===== src/rtl/addsub_ovf_pkg.sv =====
package addsub_ovf_pkg;

    typedef enum logic {
        OP_ADD = 1'b0,
        OP_SUB = 1'b1
    } addsub_op_e;

    // Overflow detector variant selection
    typedef enum int {
        OVF_BY_SIGNS  = 0,
        OVF_BY_CARRIES = 1
    } ovf_style_e;

endpackage


===== src/rtl/addsub_fa_cell.sv =====
module addsub_fa_cell (
    input  logic x_in,
    input  logic y_in,
    input  logic c_in,
    output logic s_out,
    output logic c_out
);

    always_comb begin
        s_out = x_in ^ y_in ^ c_in;
        c_out = (x_in & y_in) | (x_in & c_in) | (y_in & c_in);
    end

endmodule


===== src/rtl/addsub_ripple_chain.sv =====
module addsub_ripple_chain #(
    parameter int WIDTH = 16
) (
    input  logic [WIDTH-1:0] x_vec,
    input  logic [WIDTH-1:0] y_vec,
    input  logic             c_low,
    output logic [WIDTH-1:0] s_vec,
    output logic             c_top,
    output logic             c_into_sign
);

    localparam int SIGN_IDX = WIDTH - 1;

    logic [WIDTH:0] carry_w;

    assign carry_w[0] = c_low;

    for (genvar gi = 0; gi < WIDTH; gi++) begin : g_cell
        addsub_fa_cell u_fa (
            .x_in  (x_vec[gi]),
            .y_in  (y_vec[gi]),
            .c_in  (carry_w[gi]),
            .s_out (s_vec[gi]),
            .c_out (carry_w[gi+1])
        );
    end

    assign c_top       = carry_w[WIDTH];
    assign c_into_sign = carry_w[SIGN_IDX];

endmodule


===== src/rtl/addsub_ovf_detect.sv =====
module addsub_ovf_detect #(
    parameter int STYLE = 0
) (
    input  logic sign_x,
    input  logic sign_y_eff,
    input  logic sign_s,
    input  logic c_into_sign,
    input  logic c_top,
    output logic ovf
);

    if (STYLE == 1) begin : g_carry_style
        assign ovf = c_into_sign ^ c_top;
    end else begin : g_sign_style
        logic same_sign_w;
        assign same_sign_w = ~(sign_x ^ sign_y_eff);
        assign ovf = same_sign_w & (sign_s ^ sign_x);
    end

endmodule


===== src/rtl/addsub_ovf_top.sv =====
module addsub_ovf_top #(
    parameter int WIDTH     = 16,
    parameter int OVF_STYLE = 0
) (
    input  logic             op_sub,
    input  logic [WIDTH-1:0] opnd_a,
    input  logic [WIDTH-1:0] opnd_b,
    output logic [WIDTH-1:0] result,
    output logic             carry_out,
    output logic             overflow
);

    import addsub_ovf_pkg::*;

    localparam int MSB = WIDTH - 1;

    addsub_op_e      op_w;
    logic [MSB:0]    b_eff_w;
    logic            c_sign_w;
    logic            c_top_w;

    assign op_w    = addsub_op_e'(op_sub);
    assign b_eff_w = (op_w == OP_SUB) ? ~opnd_b : opnd_b;

    addsub_ripple_chain #(.WIDTH(WIDTH)) u_chain (
        .x_vec       (opnd_a),
        .y_vec       (b_eff_w),
        .c_low       (op_sub),
        .s_vec       (result),
        .c_top       (c_top_w),
        .c_into_sign (c_sign_w)
    );

    addsub_ovf_detect #(.STYLE(OVF_STYLE)) u_ovf (
        .sign_x      (opnd_a[MSB]),
        .sign_y_eff  (b_eff_w[MSB]),
        .sign_s      (result[MSB]),
        .c_into_sign (c_sign_w),
        .c_top       (c_top_w),
        .ovf         (overflow)
    );

    assign carry_out = c_top_w;

endmodule


===== config.mk =====
export PLATFORM = sky130hd
export DESIGN_NAME = addsub_ovf_top
export DESIGN_NICKNAME = d
export VERILOG_FILES = /design/src/rtl/addsub_ovf_pkg.sv /design/src/rtl/addsub_fa_cell.sv /design/src/rtl/addsub_ripple_chain.sv /design/src/rtl/addsub_ovf_detect.sv /design/src/rtl/addsub_ovf_top.sv
export SDC_FILE = /design/constraint.sdc
export NUM_CORES = 1
export LEC_CHECK = 0
export ABC_AREA = 1
export BUFFER_PORTS_ARGS = -buffer_cell sky130_fd_sc_hd__buf_4
export CORE_UTILIZATION = 45
export DETAILED_ROUTE_END_ITERATION = 10
export PLACE_DENSITY = 0.89
export SYNTH_ARGS = -nofsm -noshare
export SYNTH_HDL_FRONTEND = slang
export SYNTH_HIERARCHICAL = 1
export SYNTH_SLANG_ARGS = --single-unit
export TNS_END_PERCENT = 10

===== constraint.sdc =====
create_clock -name vclk -period 27
set_input_delay 4.05 -clock vclk [all_inputs]
set_output_delay 4.05 -clock vclk [all_outputs]
set_load 0.01 [all_outputs]

==> results.toml <==
[worst_setup_path]
critical_path.top_delay_family = "adder cells"
crit_path_max_incr_delay_ns = 0.55
end_kind = "output port"
crit_top_cell = "fa_1"
setup.worst_path.class = "input pin to output port"
startpoint_type = "input pin"
worstPathRequired_ns = 22.95
cp_slowest_cell = "fa_1"
critPathBufInv = 4
cp_data_arrival_time_ns = 11.38
worstSetupPathDepth = 25
cp_max_fo = 18

[floorplan]
start_util_pct = 49.4
die-area_mm2 = 0.00160
num_rows = 13
coreArea_mm2 = 0.00132
die_y_um = 40.0
io_pins = 51
die_w_um = 40.0

[power_and_ir_drop]
power_density_mw_per_mm2 = 28.2
total_power_w = 0.0000287
p_leak_nw = 0.636
max-vdd-ir-drop_uv = 16.2

[synthesis]
postSynthAreaPerCell_um2 = 6.92
yosysTopAreaCell = "fa_1"
synth_cells = 94
yosys_warnings = 6
ys_seq_area_share_pct = 0
ys_types = 9
syn_area_um2 = 651
synth.net_count = 143
yosysTopAreaCellShare_pct = 49.2
synth.area.top_cells = "fa_1 49%, nand2_1 28%, inv_1 11%"

[finish]
antenna_cells = 0
seq_area_um2 = 0
seq_cells = 0
area_delta_synth_final_pct = 56.5
layout-drive-gt1-share_pct = 38.7
nets = 193
clkbuf_count = 0

[placed_design]
portBuffers = 51
place_hpwl_um = 1450
gp_congestion = 0.651

[sta]
tns_ns = 0
grt_setup_unrepaired = "no"
hold_viol_final = 0
relSlewSlack_pct = 85.9
max_freq_mhz = 64.8
fin_crit_ns = 15.43
fin_crit_sh_pct = 57.2
drv_slew = 0
setup_violations = 0
worstMarginPinSlew_ns = 0.211

[drt]
drt-vias-per-instance = 4.43
vias = 695
drc = 0
wl_per_cell_um = 10.2
drt_iter0_markers = 0
dr.pass1.iters = 1
ant_nets = 0
wl_um = 1590

[clock_network]
cts.repair.resized = 0
cts_hold_buffers = 0
cts_setup_buffers = 0

[flow_run]
drv_cap = 0

[run_status]
status = "complete, no violations"

[worst_hold_path]
worst_hold_path.num_cells = 3
hold_start = "opnd_a[9]"
hold_class = "input pin to output port"
worstHoldEndpoint = "result[9]"

[grt]
grt_pass1_vias = 595
grt_max_degree = 19
gr-total-overflow = 0
grt_pass1_wl_um = 2240
grtUsageTotal_pct = 19.9
grt_antenna_before_repair = 0
cell usage after synthesis:
cell,instances
nand2_1,49
buf_4,1
buf_8,1
fa_1,16
buf_6,1
inv_8,1
nor2_1,3
inv_1,19
nand2_2,3
cells by family after synthesis:
family / synth area share, %
adders and majority gates: 49.2
buffers and inverters: 17.9
and+or+nand+nor: 32.9
routing by layer:
layer / global-route usage, % / wire (µm) / vias up
li1: - / - / 357
met1: 21.3 / 547 / 308
met2: 41.5 / 928 / 28
met3: 1.11 / 106 / 2
met4: 3.45 / 11 / 0
met5: 0 / 0 / -
cell usage in the layout, fill, tap and decap left out, drive strengths merged:
cell type,Yosys,routed
fa,16,16
buf,3,51
nand2,52,52
inv,20,20
nor2,3,3
how the worst max path moves through the flow:
stage | from | to | slack, ns
floorplan | op_sub | overflow | 12.03
global placement | op_sub | overflow | 11.74
detailed placement | op_sub | overflow | 11.59
CTS | op_sub | overflow | 11.56
global route | op_sub | overflow | 11.31
finish | op_sub | overflow | 11.57
tightest hold or removal path, delay by kind of cell:
family	cells	cell delay, ns
fa+ha+maj	1	0.15
buf+inv	2	0.20
report_power, final:
group | internal [W] | switching [W]
Sequential | 0 | 0
Combinational | 0.0000153 | 0.0000134
Clock | 0 | 0
metrics by stage:
stage / hold slack (ns) / utilization (%) / setup WS, ns / area [µm²] / std cells
2_1_floorplan: 8.24 / - / 12.03 / 651 / 94
6_report: 8.45 / 77.3 / 11.57 / 1020 / 157
3_5_place_dp: 8.45 / 77.3 / 11.59 / 1020 / 157
4_1_cts: 8.45 / 77.3 / 11.56 / 1020 / 157
3_3_place_gp: 8.45 / 77.3 / 11.74 / 1020 / 157
5_1_grt: 8.47 / 77.3 / 11.31 / 1020 / 157
final cells by class:
class                           instances  area (µm²)
Fill cell                              92         299
Inverter                               20        82.6
Multi-Input combinational cell         71         534
Tap cell                               15        18.8
Timing Repair Buffer                   51         383
No activity file was read; power rests on OpenSTA's default activity.
